[src/rtl/gpioPortPkg.sv]
package gpioPortPkg;
  localparam int ADDR_W = 4;

  typedef enum logic [ADDR_W-1:0] {
    A_OUT   = 4'd0,
    A_SET   = 4'd1,
    A_CLR   = 4'd2,
    A_DIR   = 4'd3,
    A_MASK  = 4'd4,
    A_PULSE = 4'd5,
    A_DLYLO = 4'd6,
    A_DLYHI = 4'd7,
    A_IEN   = 4'd8,
    A_IMODE = 4'd9,
    A_IPOL  = 4'd10,
    A_ISTAT = 4'd11,
    A_IN    = 4'd12,
    A_CFG   = 4'd13
  } regAddrE;

  // strobes from decode to datapath
  typedef struct packed {
    logic outWr;
    logic outSet;
    logic outClr;
    logic flagClr;
  } strobeT;
endpackage

[src/rtl/gpioPortCtrl.sv]
module gpioPortCtrl
  import gpioPortPkg::*;
#(
  parameter int W = 32
) (
  input  logic              clk,
  input  logic              rstN,
  input  logic              wrEn,
  input  logic [ADDR_W-1:0] addr,
  input  logic [W-1:0]      wrData,
  input  logic [W-1:0]      outVal,
  input  logic [W-1:0]      inVal,
  input  logic [W-1:0]      statusVal,
  output strobeT            stb,
  output logic [W-1:0]      dirReg,
  output logic [W-1:0]      maskReg,
  output logic [W-1:0]      pulseReg,
  output logic [W-1:0]      dlyLoReg,
  output logic [W-1:0]      dlyHiReg,
  output logic [W-1:0]      ienReg,
  output logic [W-1:0]      modeReg,
  output logic [W-1:0]      polReg,
  output logic              bypassReg,
  output logic [W-1:0]      rdData
);
  regAddrE addrE;
  assign addrE = regAddrE'(addr);

  always_comb begin
    stb         = '0;
    stb.outWr   = wrEn && (addrE == A_OUT);
    stb.outSet  = wrEn && (addrE == A_SET);
    stb.outClr  = wrEn && (addrE == A_CLR);
    stb.flagClr = wrEn && (addrE == A_ISTAT);
  end

  always_ff @(posedge clk or negedge rstN) begin
    if (!rstN) begin
      dirReg    <= '0;
      maskReg   <= '0;
      pulseReg  <= '0;
      dlyLoReg  <= '0;
      dlyHiReg  <= '0;
      ienReg    <= '0;
      modeReg   <= '0;
      polReg    <= '0;
      bypassReg <= 1'b0;
    end else if (wrEn) begin
      case (addrE)
        A_DIR:   dirReg    <= wrData;
        A_MASK:  maskReg   <= wrData;
        A_PULSE: pulseReg  <= wrData;
        A_DLYLO: dlyLoReg  <= wrData;
        A_DLYHI: dlyHiReg  <= wrData;
        A_IEN:   ienReg    <= wrData;
        A_IMODE: modeReg   <= wrData;
        A_IPOL:  polReg    <= wrData;
        A_CFG:   bypassReg <= wrData[0];
        default: ;
      endcase
    end
  end

  always_comb begin
    rdData = '0;
    case (addrE)
      A_OUT:   rdData = outVal;
      A_DIR:   rdData = dirReg;
      A_MASK:  rdData = maskReg;
      A_PULSE: rdData = pulseReg;
      A_DLYLO: rdData = dlyLoReg;
      A_DLYHI: rdData = dlyHiReg;
      A_IEN:   rdData = ienReg;
      A_IMODE: rdData = modeReg;
      A_IPOL:  rdData = polReg;
      A_ISTAT: rdData = statusVal;
      A_IN:    rdData = inVal;
      A_CFG:   rdData = {{(W-1){1'b0}}, bypassReg};
      default: rdData = '0;
    endcase
  end

  // the cycle after reset releases, no pin is driven
  assert_oe_off_after_reset_R1: assert property (@(posedge clk) disable iff (!rstN)
    $rose(rstN) |-> (dirReg == '0));

  // a direction write lands on the next edge
  assert_dir_write_R2: assert property (@(posedge clk) disable iff (!rstN)
    (wrEn && addrE == A_DIR) |=> (dirReg == $past(wrData)));
endmodule

[src/rtl/gpioPortData.sv]
module gpioPortData
  import gpioPortPkg::*;
#(
  parameter int W = 32
) (
  input  logic         clk,
  input  logic         rstN,
  input  strobeT       stb,
  input  logic [W-1:0] wrData,
  input  logic [W-1:0] maskBits,
  input  logic [W-1:0] pulseEn,
  input  logic [W-1:0] dlyLo,
  input  logic [W-1:0] dlyHi,
  input  logic [W-1:0] ienBits,
  input  logic [W-1:0] modeBits,
  input  logic [W-1:0] polBits,
  input  logic         bypass,
  input  logic [W-1:0] padIn,
  output logic [W-1:0] padOut,
  output logic [W-1:0] outVal,
  output logic [W-1:0] inVal,
  output logic [W-1:0] statusVal,
  output logic         irq
);
  localparam int STAGES = 3;

  logic [W-1:0] outReg, outNext, holdVal, wrOpen;
  logic [W-1:0] dlyStage [1:STAGES];
  logic [W-1:0] syncA, syncB, prevIn;
  logic [W-1:0] edgeHit, levelHit, flagReg, flagClrBits;

  // output register: pulse bits fall back to 0 unless rewritten
  assign holdVal = outReg & ~pulseEn;
  assign wrOpen  = ~maskBits;

  always_comb begin
    if (stb.outWr)       outNext = (holdVal & maskBits) | (wrData & wrOpen);
    else if (stb.outSet) outNext = holdVal | (wrData & wrOpen);
    else if (stb.outClr) outNext = holdVal & ~(wrData & wrOpen);
    else                 outNext = holdVal;
  end

  always_ff @(posedge clk or negedge rstN) begin
    if (!rstN) outReg <= '0;
    else       outReg <= outNext;
  end

  // delay line
  always_ff @(posedge clk or negedge rstN) begin
    if (!rstN) begin
      for (int s = 1; s <= STAGES; s++) dlyStage[s] <= '0;
    end else begin
      dlyStage[1] <= outReg;
      for (int s = 2; s <= STAGES; s++) dlyStage[s] <= dlyStage[s-1];
    end
  end

  for (genvar b = 0; b < W; b++) begin : g_bitSel
    always_comb begin
      case ({dlyHi[b], dlyLo[b]})
        2'd0:    padOut[b] = outReg[b];
        2'd1:    padOut[b] = dlyStage[1][b];
        2'd2:    padOut[b] = dlyStage[2][b];
        default: padOut[b] = dlyStage[3][b];
      endcase
    end
  end

  // input sampling
  always_ff @(posedge clk or negedge rstN) begin
    if (!rstN) begin
      syncA  <= '0;
      syncB  <= '0;
      prevIn <= '0;
    end else begin
      syncA  <= padIn;
      syncB  <= syncA;
      prevIn <= inVal;
    end
  end
  assign inVal = bypass ? syncA : syncB;

  // interrupt detection
  assign edgeHit     = (polBits & inVal & ~prevIn) | (~polBits & ~inVal & prevIn);
  assign levelHit    = ~(polBits ^ inVal);
  assign flagClrBits = stb.flagClr ? wrData : '0;

  always_ff @(posedge clk or negedge rstN) begin
    if (!rstN) flagReg <= '0;
    else       flagReg <= (flagReg & ~flagClrBits) | (edgeHit & modeBits);
  end

  assign statusVal = (modeBits & flagReg) | (~modeBits & levelHit);
  assign irq       = |(statusVal & ienBits);
  assign outVal    = outReg;

  // protected bits keep their value across any data write
  assert_mask_protect_R3: assert property (@(posedge clk) disable iff (!rstN)
    (stb.outWr || stb.outSet || stb.outClr) |=>
      (((outReg ^ $past(outReg)) & $past(maskBits) & ~$past(outReg & pulseEn)) == '0));

  // a high pulse bit drops on the next edge when nothing writes
  assert_pulse_one_cycle_R6: assert property (@(posedge clk) disable iff (!rstN)
    (!(stb.outWr || stb.outSet || stb.outClr) && ((outReg & pulseEn) != '0)) |=>
      ((outReg & $past(outReg & pulseEn)) == '0));

  // edge flags stay set until a clear strobe
  assert_flag_sticky_R8: assert property (@(posedge clk) disable iff (!rstN)
    !stb.flagClr |=> ((flagReg & $past(flagReg)) == $past(flagReg)));

  // no enable, no interrupt
  assert_irq_gated_R10: assert property (@(posedge clk) disable iff (!rstN)
    (ienBits == '0) |-> !irq);
endmodule

[src/rtl/gpioPort.sv]
module gpioPort
  import gpioPortPkg::*;
#(
  parameter int W = 32
) (
  input  logic              clk,
  input  logic              rstN,
  input  logic              wrEn,
  input  logic [ADDR_W-1:0] addr,
  input  logic [W-1:0]      wrData,
  output logic [W-1:0]      rdData,
  input  logic [W-1:0]      padIn,
  output logic [W-1:0]      padOut,
  output logic [W-1:0]      padOe,
  output logic              irq
);
  strobeT       stb;
  logic [W-1:0] dirReg, maskReg, pulseReg, dlyLoReg, dlyHiReg;
  logic [W-1:0] ienReg, modeReg, polReg;
  logic         bypassReg;
  logic [W-1:0] outVal, inVal, statusVal;

  gpioPortCtrl #(.W(W)) u_ctrl (
    .clk(clk), .rstN(rstN), .wrEn(wrEn), .addr(addr), .wrData(wrData),
    .outVal(outVal), .inVal(inVal), .statusVal(statusVal), .stb(stb),
    .dirReg(dirReg), .maskReg(maskReg), .pulseReg(pulseReg),
    .dlyLoReg(dlyLoReg), .dlyHiReg(dlyHiReg), .ienReg(ienReg),
    .modeReg(modeReg), .polReg(polReg), .bypassReg(bypassReg),
    .rdData(rdData)
  );

  gpioPortData #(.W(W)) u_data (
    .clk(clk), .rstN(rstN), .stb(stb), .wrData(wrData),
    .maskBits(maskReg), .pulseEn(pulseReg), .dlyLo(dlyLoReg), .dlyHi(dlyHiReg),
    .ienBits(ienReg), .modeBits(modeReg), .polBits(polReg), .bypass(bypassReg),
    .padIn(padIn), .padOut(padOut), .outVal(outVal), .inVal(inVal),
    .statusVal(statusVal), .irq(irq)
  );

  assign padOe = dirReg;
endmodule

[config.mk]
export PLATFORM = sky130hd
export DESIGN_NAME = gpioPort
export DESIGN_NICKNAME = d
export VERILOG_FILES = /design/src/rtl/gpioPortPkg.sv /design/src/rtl/gpioPortCtrl.sv /design/src/rtl/gpioPortData.sv /design/src/rtl/gpioPort.sv
export SDC_FILE = /design/constraint.sdc
export NUM_CORES = 1
export LEC_CHECK = 0
export ABC_AREA = 0
export CELL_PAD_IN_SITES_DETAIL_PLACEMENT = 1
export CELL_PAD_IN_SITES_GLOBAL_PLACEMENT = 1
export CORE_UTILIZATION = 45
export CTS_BUF_LIST = sky130_fd_sc_hd__clkbuf_4 sky130_fd_sc_hd__clkbuf_8 sky130_fd_sc_hd__clkbuf_16
export CTS_CLUSTER_DIAMETER = 80
export DETAILED_ROUTE_END_ITERATION = 12
export DONT_BUFFER_PORTS = 1
export PLACE_DENSITY_LB_ADDON = 0.2
export SYNTH_ARGS = -nofsm -noshare
export SYNTH_HDL_FRONTEND = slang
export SYNTH_HIERARCHICAL = 1
export SYNTH_SLANG_ARGS = --single-unit
[constraint.sdc]
create_clock -name clk -period 3.3 [get_ports clk]
set_input_delay 0.33 -clock clk [delete_from_list [all_inputs] [get_ports clk]]
set_output_delay 0.33 -clock clk [all_outputs]
set_load 0.01 [all_outputs]
==> results of run 1 <==
what timing repair did:
| item | in CTS | in global routing |
|---|---|---|
| hold endpoints to repair | 866 | 513 |
| buffers inserted | 6 | 3 |
| pin swaps | 6 | 9 |
| resized for setup | 13 | 14 |
| endpoints found under the setup margin | 20 | 5 |
through the flow:
stage | worst slack [ns] | TNS [ns]
2_1_floorplan | 0.8470 | 0
3_3_place_gp | 0.1950 | 0
3_5_place_dp | 0.1701 | 0
4_1_cts | -0.07988 | -0.07988
5_1_grt | -0.09727 | -0.1563
6_report | -0.05029 | -0.05029
power groups by stage:
stage / Combinational [mW] / Sequential (mW) / Clock (mW)
2_1_floorplan: 2.57 / 8.51 / 0
3_3_place_gp: 3.16 / 8.97 / 0
3_5_place_dp: 3.31 / 9.05 / 0
4_1_cts: 3.54 / 8.96 / 6.89
5_1_grt: 3.91 / 9.16 / 7.14
6_report: 3.66 / 8.98 / 6.79
worst max-delay path: stages (launching register included):
cell and delay (ns):
dfrtp_4 0.56, buf_8 0.17, buf_4 0.14, mux2i_4 0.20, ha_4 0.29, mux2i_4 0.06, a22oi_2 0.29, nand4_1 0.19
or4_4 0.50
final cells by class:
type                       instances  area, µm²
fill                            5021      23590
inverter                         100      375.4
sequential                       513      12840
tap                              672      840.8
clock inverter                    17      241.5
clock buffer                      87       1770
timing repair buffer             132       1219
multi-input combinational       1099       9707
worst max path at each step:
stage | start | to | slack [ns] | cells past startpoint
after detailed placement | u_ctrl/bypassReg$_DFFE_PN0P_ | irq | 0.17 | 7
after global routing | u_ctrl/bypassReg$_DFFE_PN0P_ | irq | -0.1 | 8
after CTS | u_ctrl/bypassReg$_DFFE_PN0P_ | irq | -0.08 | 8
after floorplan | u_ctrl/bypassReg$_DFFE_PN0P_ | irq | 0.85 | 8
final | u_ctrl/bypassReg$_DFFE_PN0P_ | irq | -0.05 | 8
after global placement | u_ctrl/bypassReg$_DFFE_PN0P_ | irq | 0.19 | 7
cell usage in the layout, fill, tap and decap left out, drive strengths merged, types with 3 or more instances in the layout:
master       count
a211o            3
a21oi            9
a221oi          23
a222oi           8
a22o            51
a22oi           90
a32oi            7
and3             6
and3b            4
buf             65
bufinv           6
clkbuf          87
clkinv           9
dfrtp          513
dlygate4sd3     67
ha              64
inv            101
mux2           305
mux2i           80
mux4            32
nand2          101
nand2b          35
nand3           18
nand4            8
nand4b           6
nor2            98
nor2b           10
nor3             3
nor3b            4
o2111ai          3
o21ai           46
o22a            11
o22ai           47
or3              6
per-layer routing:
layer	share of wire, %	routed length (µm)	vias to the layer above
met3	6.9	5550	192
met5	0	0	-
li1	-	-	6780
met1	42	33860	8644
met4	4.2	3380	0
met2	47	37800	621
cells by family after synthesis:
family	Yosys count	synth area share [%]
DFF	513	55.22
muxes	417	21.32
AOI/OAI and AO/OA	312	9.925
and+or+nand+nor	306	6.308
buffers and inverters	192	3.784
adders and majority gates	64	3.445
==> flow_metrics.py, run 1 <==
metrics = {
    "power": {
        "switching_share_pct": 29.55,
        "power_mw": 19.43,
        "leakage_nw": 12.15,
        "ir_drop_mv": 0.4563,
        "power_frac_clock_pct": 34.9,
        "p_per_area_nw_per_um2": 719.7,
        "cellInternalPower_mw": 13.69,
        "sequentialPowerShare_pct": 46.2,
        "p_switching_mw": 5.741,
        "combPwrFrac_pct": 18.8,
    },
    "worst_hold_path": {
        "hp-class": "primary input to async pin",
    },
    "grt": {
        "grt_usage_pct": 31.00,
        "busiest_layer": "met2",
        "gr-usage-met2_pct": 49.43,
        "grt_start_max_net_pins": 514,
        "grt_overflow": 0,
        "grt_antenna_before_repair": 1,
        "first_global_vias": 17370,
        "use_met1_pct": 41.56,
        "grt_pass1_wl_um": 119700,
        "use_met3_pct": 6.150,
    },
    "cts": {
        "ctsHtreeMaxLevel": 2,
        "tritoncts": "built",
        "cts_root_buf": "clkbuf_16",
        "clk-insertion-delay-late_ns": 0.62,
        "ctsHoldBuffers": 67,
        "clock_sinks": 513,
        "clk_pin_slew_ns": 0.06,
        "clockBufferDepth": 3,
        "cts_buffers": 56,
    },
    "logic_synthesis": {
        "syn_avg_cell_area_um2": 12.89,
        "synth_area_leader_cell": "dfrtp_1",
        "yosysTopAreaCellShare_pct": 55.22,
        "synth.distinct_cells": 56,
        "synth_most_common_cell": "dfrtp_1",
        "synthCells": 1804,
        "synth_seq_area_share_pct": 55.22,
        "synth_area_leaders": "dfrtp_1 (55%), mux2_2 (14%), ha_1 (3.4%)",
        "ys.flop_type": "dfrtp_1",
        "syn-num-nets": 1939,
        "synth-edff-count": 0,
        "async_reset_ff_share_pct": 100.0,
        "ys_warn_count": 6,
        "synth-seq-cells": 513,
        "synthTopCellsByCount": "dfrtp_1 (513), mux2_2 (296), inv_1 (100), nand2_1 (100), nor2_1 (94)",
        "syn_area_um2": 23250,
    },
    "sta": {
        "fmax_ghz": 0.2985,
        "drv_slew": 237,
        "finClkSkew_ns": 0.01843,
        "holdWs_ns": -0.5832,
        "finalHoldViolations": 513,
        "tightest_slew_ns": 1.917,
        "slew_headroom_pct": -27.81,
        "fin_ws_ns": -0.05029,
        "min_period_ns": 3.350,
        "rsz0062_at_grt": "true",
        "finalSetupViolations": 1,
        "post-route-period-util_pct": 101.5,
    },
    "cells_and_area": {
        "regMostFlops": "u_data/dlyStage",
        "antenna_cells": 0,
        "final_area_um2": 26990,
        "drive_gt1_share_pct": 27.62,
        "fin_util_pct": 53.37,
        "area_delta_synth_final_pct": 16.12,
        "layout.nets": 2037,
        "largest_reg_flops": 96,
        "layout.cells.non_filler": 2620,
    },
    "route": {
        "wl_um": 80600,
        "first_iter_violations": 1441,
        "firstDrtPassIters": 5,
        "ant_nets": 0,
        "viasPerCell": 6.197,
        "num_vias": 16240,
        "wl_per_cell_um": 30.76,
        "drc": 0,
    },
    "run_status": {
        "violations": "negative hold slack, max-slew violations, negative setup slack",
        "status": "finished with violations",
    },
    "worst_setup_path": {
        "regToRegSetupSlack_ns": 1.23,
        "start_kind": "flop",
        "r2r-start": "u_ctrl/bypassReg$_DFFE_PN0P_",
        "end_kind": "output pin",
        "worstPathArrival_ns": 3.02,
        "cp.required_ns": 2.97,
        "worstRegToRegCells": 7,
        "critPathMaxFanout": 5,
        "r2r-end": "u_data/flagReg[6]$_DFF_PN0_",
        "crit_type": "flop to output pin",
    },
    "die": {
        "dieHeight_um": 229.3,
        "io_pins": 168,
        "die_area_um2": 52570,
        "die_w_um": 229.3,
        "rows": 82,
        "core_um2": 50580,
        "start_util_pct": 45.96,
    },
    "place": {
        "portBuffers": 0,
        "dp_hpwl_um": 50290,
        "place_congestion": 0.8742,
        "dp_cells": 2440,
        "placed_area_um2": 24100,
    },
    "flow_run": {
        "cap_violations": 0,
    },
}
(Power assumes the default switching activity.)
==> run 2: changes to the inputs <==
--- a/config.mk
+++ b/config.mk
@@ -9,7 +9,6 @@
 export CELL_PAD_IN_SITES_DETAIL_PLACEMENT = 1
 export CELL_PAD_IN_SITES_GLOBAL_PLACEMENT = 1
 export CORE_UTILIZATION = 45
-export CTS_BUF_LIST = sky130_fd_sc_hd__clkbuf_4 sky130_fd_sc_hd__clkbuf_8 sky130_fd_sc_hd__clkbuf_16
 export CTS_CLUSTER_DIAMETER = 80
 export DETAILED_ROUTE_END_ITERATION = 12
 export DONT_BUFFER_PORTS = 1
==> run 2 against run 1 <==
- the run still ends with negative hold slack, max-slew violations, negative setup slack left
- power fell by 0.50%
- critical path depth fell by 1
- final area fell by 0.14%
- die area did not move
- largest cell class unchanged
- highest routed layer unchanged
==> flow_metrics.py, run 2 (synthesis gave the netlist of run 1 again) <==
metrics = {
    "run_status": {
        "status": "finished with violations",
        "violations": "negative hold slack, max-slew violations, negative setup slack",
    },
    "worst_setup_path": {
        "crit_chain": "buf_6, mux2i_1, ha_1, mux2i_1, a22oi_1, nand4_1, or4_4",
        "max_stage_delay_ns": 0.55,
        "crit_type": "flop to output pin",
        "end_kind": "output pin",
        "start_kind": "flop",
        "crit_start": "u_ctrl/bypassReg$_DFFE_PN0P_",
        "worstPathArrival_ns": 3.05,
        "path_common_cell": "mux2i_1",
        "critPathBufInv": 1,
        "r2r-end": "u_data/flagReg[6]$_DFF_PN0_",
        "cp_slowest_cell": "or4_4",
        "regToRegSetupSlack_ns": 1.21,
        "cp.required_ns": 2.97,
        "worstRegToRegCells": 7,
        "r2r-start": "u_ctrl/bypassReg$_DFFE_PN0P_",
        "critPathMaxFanout": 9,
        "cp_top_family": "simple AND/OR/NAND/NOR gates",
    },
    "cts": {
        "clk-insertion-delay-late_ns": 0.62,
        "clockBufferDepth": 3,
        "cts_root_buf": "clkbuf_16",
        "clk_pin_slew_ns": 0.06,
        "cts_buffers": 56,
        "ctsHoldBuffers": 67,
        "ctsHtreeMaxLevel": 2,
        "clock_sinks": 513,
        "tritoncts": "built",
    },
    "route": {
        "wl_per_cell_um": 30.75,
        "wl_um": 80600,
        "viasPerCell": 6.207,
        "drc": 0,
        "ant_nets": 0,
        "first_iter_violations": 1450,
        "firstDrtPassIters": 5,
        "num_vias": 16270,
    },
    "sta": {
        "fin_ws_ns": -0.07656,
        "post-route-period-util_pct": 102.3,
        "drv_slew": 89,
        "min_period_ns": 3.377,
        "holdWs_ns": -0.5807,
        "slew_headroom_pct": -5.832,
        "tightest_slew_ns": 1.587,
        "fmax_ghz": 0.2962,
        "finClkSkew_ns": 0.01839,
        "finalSetupViolations": 2,
        "finalHoldViolations": 513,
        "rsz0062_at_grt": "true",
    },
    "cells_and_area": {
        "layout.nets": 2037,
        "fin_util_pct": 53.29,
        "drive_gt1_share_pct": 27.05,
        "largest_reg_flops": 96,
        "area_delta_synth_final_pct": 15.95,
        "layout_common_cells": "dfrtp_1 (512), mux2_2 (295), inv_1 (100), nand2_1 (100), nor2_1 (86)",
        "layout.cells.non_filler": 2621,
        "final_area_um2": 26960,
        "layout_commonest_cell": "dfrtp_1",
        "regMostFlops": "u_data/dlyStage",
    },
    "die": {
        "core_um2": 50580,
        "io_pins": 168,
        "die_w_um": 229.3,
        "rows": 82,
        "die_area_um2": 52570,
        "start_util_pct": 45.96,
        "dieHeight_um": 229.3,
    },
    "power": {
        "ir_drop_mv": 0.4527,
        "p_per_area_nw_per_um2": 717.2,
        "leakage_nw": 12.12,
    },
    "flow_run": {
        "cap_violations": 0,
    },
    "place": {
        "pre_cts_slack_ns": 0.1701,
        "placed_area_um2": 24100,
        "dp_hpwl_um": 50290,
        "dp_cells": 2440,
        "place_congestion": 0.8742,
        "portBuffers": 0,
    },
    "grt": {
        "grt_usage_pct": 30.95,
        "grt_overflow": 0,
        "grt_start_max_net_pins": 514,
        "first_global_vias": 17380,
        "grt_pass1_wl_um": 119500,
        "grt_antenna_before_repair": 1,
    },
    "worst_hold_path": {
        "hp-class": "primary input to async pin",
    },
}
-- run 2: changes by cell type in the layout (fill, tap and decap cells not counted), sizes merged --
cell   previous run  this run
diode             0         1
-- run 2: worst max path at each step --
stage                     end  cells after the start  slack [ns]
after global placement    irq                      7        0.19
after global routing      irq                      8        -0.1
final                     irq                      7       -0.08
after detailed placement  irq                      7        0.17
after floorplan           irq                      8        0.85
after CTS                 irq                      8       -0.08
-- run 2: timing repair --
action / in CTS / in global routing
setup endpoints to repair: 20 / 5
gates resized for setup: 13 / 14
setup buffers: 6 / 3
pin swaps: 6 / 9
endpoints found under the hold margin: 866 / 513
-- run 2: layout make-up --
| class | count | area, µm² |
|---|---|---|
| tap | 672 | 840.8 |
| sequential | 513 | 12840 |
| inverter | 100 | 375.4 |
| antenna | 1 | 2.502 |
| timing repair buffer | 132 | 1219 |
| clock inverter | 17 | 241.5 |
| clock buffer | 87 | 1729 |
| fill | 5032 | 23630 |
| multi-input combinational | 1099 | 9707 |
-- run 2: metrics by stage --
step / total power, mW / setup TNS [ns]
floorplan: 11.08 / 0
global placement: 12.12 / 0
detailed placement: 12.36 / 0
CTS: 19.30 / -0.07988
global route: 20.11 / -0.1571
finish: 19.33 / -0.08335
-- run 2: where the power goes --
part | internal [mW] | switching (mW) | total (mW)
Combinational | 1.90 | 1.76 | 3.66
Sequential | 7.65 | 1.33 | 8.98
Clock | 4.05 | 2.64 | 6.69
Total | 13.6 | 5.73 | 19.3
-- run 2: metal layers --
metal / global-route usage [%] / wire, µm
met2: 49.25 / 37660
met1: 41.55 / 34140
met3: 6.113 / 5397
met4: 12.63 / 3403
met5: 0 / 0
==> run 3: changes to the inputs <==
--- a/config.mk
+++ b/config.mk
@@ -8,11 +8,14 @@
 export ABC_AREA = 0
 export CELL_PAD_IN_SITES_DETAIL_PLACEMENT = 1
 export CELL_PAD_IN_SITES_GLOBAL_PLACEMENT = 1
+export CORE_MARGIN = 2
 export CORE_UTILIZATION = 45
+export CTS_BUF_LIST = sky130_fd_sc_hd__clkbuf_16
 export CTS_CLUSTER_DIAMETER = 80
 export DETAILED_ROUTE_END_ITERATION = 12
 export DONT_BUFFER_PORTS = 1
 export PLACE_DENSITY_LB_ADDON = 0.2
+export SLEW_MARGIN = 20
 export SYNTH_ARGS = -nofsm -noshare
 export SYNTH_HDL_FRONTEND = slang
 export SYNTH_HIERARCHICAL = 1
==> run 3 against run 2 <==
- the run ends with negative hold slack left
- die area increased by 1.8%
- wire length up 0.87%
- global-route usage shrank 0.31 points
- hold slack worse by 0.012 ns
- flip-flop and latch count unchanged
- clock-buffer cell count down 28
- largest power group unchanged
- register-to-register slack improved by 0.05 ns
- first-iteration DRC count is 9.9% higher
- via count rose by 0.26%
==> flow_metrics.py, run 3 (synthesis gave the netlist of run 1 again) <==
metrics = {
    "run_status": {
        "status": "finished with violations",
        "violations": "negative hold slack",
    },
    "power": {
        "combPwrFrac_pct": 19.3,
        "sequentialPowerShare_pct": 47.2,
        "p_switching_mw": 5.786,
        "switching_share_pct": 30.39,
        "p_per_area_nw_per_um2": 705.9,
        "cellInternalPower_mw": 13.25,
        "power_frac_clock_pct": 33.5,
        "leakage_nw": 12.13,
        "ir_drop_mv": 0.6133,
    },
    "place": {
        "placed_area_um2": 24230,
        "portBuffers": 0,
        "pre_cts_slack_ns": 0.3611,
        "dp_cells": 2449,
        "place_congestion": 0.8793,
        "dp_hpwl_um": 50670,
    },
    "cts": {
        "clk_pin_slew_ns": 0.06,
        "ctsHoldBuffers": 67,
        "cts_root_buf": "clkbuf_16",
        "ctsHtreeMaxLevel": 2,
        "clock_sinks": 513,
        "cts_buffers": 58,
        "clk-insertion-delay-late_ns": 0.63,
        "tritoncts": "built",
        "clockBufferDepth": 3,
    },
    "cells_and_area": {
        "area_delta_synth_final_pct": 16.02,
        "drive_gt1_share_pct": 26.83,
        "layout_common_cells": "dfrtp_1 (512), mux2_2 (296), inv_1 (119)",
        "fill_cells": 5098,
        "regMostFlops": "u_data/dlyStage",
        "layout.nets": 2040,
        "layout_commonest_cell": "dfrtp_1",
        "final_area_um2": 26970,
        "layout.cells.non_filler": 2634,
        "largest_reg_flops": 96,
    },
    "route": {
        "ant_nets": 0,
        "wl_um": 81300,
        "viasPerCell": 6.192,
        "drc": 0,
        "first_iter_violations": 1593,
        "num_vias": 16310,
        "firstDrtPassIters": 7,
        "wl_per_cell_um": 30.86,
    },
    "grt": {
        "grt_antenna_before_repair": 1,
        "first_global_vias": 17360,
        "grt_overflow": 0,
        "grt_usage_pct": 30.64,
        "grt_pass1_wl_um": 120100,
        "grt_start_max_net_pins": 514,
    },
    "worst_setup_path": {
        "crit_type": "flop to output pin",
        "critPathMaxFanout": 4,
        "cp.required_ns": 2.97,
        "end_kind": "output pin",
        "start_kind": "flop",
        "worstPathArrival_ns": 2.97,
    },
    "sta": {
        "finClkSkew_ns": 0.02270,
        "drv_slew": 0,
        "fin_ws_ns": 0.004212,
        "finalHoldViolations": 513,
        "fmax_ghz": 0.3034,
        "slew_headroom_pct": 22.83,
        "min_period_ns": 3.296,
        "post-route-period-util_pct": 99.87,
        "rsz0062_at_grt": "true",
        "tightest_slew_ns": 1.158,
        "holdWs_ns": -0.5924,
        "finalSetupViolations": 0,
    },
    "die": {
        "dieHeight_um": 231.3,
        "start_util_pct": 45.41,
        "rows": 83,
        "die_area_um2": 53500,
        "io_pins": 168,
        "die_w_um": 231.3,
        "core_um2": 51200,
    },
    "worst_hold_path": {
        "hp-class": "primary input to async pin",
    },
    "flow_run": {
        "cap_violations": 0,
    },
}
run 3: changes by cell type in the layout (fill, tap and decap cells not counted), moves of 10 or more:
cell,before,now
clkbuf_1,11,0
clkbuf_8,19,0
clkinv_1,0,14
inv_1,100,119
mux2i_1,75,65
mux2i_2,2,14
run 3: repair_timing:
item	CTS	global route
pin swaps	9	12
endpoints found under the hold margin	866	513
setup endpoints to repair	1	5
gates resized for setup	15	22
buffers inserted	7	2
run 3: final cells by class:
type / count / area [µm²] / share of cell area [%]
diodes: 1 / 2.502 / 0.009278
clock buffers: 59 / 1476 / 5.474
clock inverters: 49 / 370.4 / 1.373
inverters: 100 / 375.4 / 1.392
multi-input cells: 1099 / 9756 / 36.17
flip-flops and latches: 513 / 12840 / 47.60
well taps: 680 / 850.8 / 3.155
repair buffers: 133 / 1301 / 4.825
run 3: power by group through the flow:
stage	registers [mW]	clock network [mW]	logic (mW)
floorplan	8.51	0	2.57
global placement	8.95	0	3.18
detailed placement	9.03	0	3.32
CTS	8.96	6.48	3.57
global route	9.17	6.73	3.95
finish	8.99	6.37	3.68
run 3: metrics by stage:
| stage | TNS, ns | total power [mW] | hold slack [ns] | utilization [%] |
|---|---|---|---|---|
| after CTS | -0.04931 | 19.00 | -0.5957 | 52.45 |
| after floorplan | 0 | 11.08 | 0.03441 | - |
| after global placement | 0 | 12.13 | 0.07059 | 47.32 |
| after detailed placement | 0 | 12.36 | 0.05812 | 47.32 |
| final | 0 | 19.04 | -0.5924 | 52.68 |
| after global routing | -0.03712 | 19.86 | -0.6081 | 52.68 |
run 3: routing by layer:
layer | global-route usage (%) | vias up | routed length, µm
met5 | 0 | - | 0
met4 | 11.77 | 0 | 3138
met3 | 5.032 | 168 | 5014
met2 | 48.86 | 575 | 38250
met1 | 42.08 | 8794 | 34900
li1 | - | 6773 | -
run 3: final timing paths:
kind | start | slack [ns] | cells past startpoint | endpoint
worst max-delay path | u_ctrl/bypassReg$_DFFE_PN0P_ | 0.004 | 8 | irq
worst min-delay path | rstN | -0.59 | 0 | u_data/dlyStage[42]$_DFF_PN0_
worst max register to register | u_ctrl/bypassReg$_DFFE_PN0P_ | 1.26 | 7 | u_data/flagReg[28]$_DFF_PN0_
worst min register to register | u_data/dlyStage[94]$_DFF_PN0_ | 0.37 | 0 | u_data/dlyStage[62]$_DFF_PN0_
max in group asynchronous | rstN | 2.96 | 0 | u_ctrl/bypassReg$_DFFE_PN0P_
min in group clk | padIn[20] | 0.26 | 1 | u_data/syncA[20]$_DFF_PN0_
run 3: critical path, cell delays in order, from the launching register on:
cell	delay, ns
dfrtp_2	0.49
buf_6	0.15
buf_4	0.15
mux2i_1	0.15
ha_1	0.30
mux2i_1	0.17
a22oi_1	0.27
nand4_1	0.13
or4_4	0.55
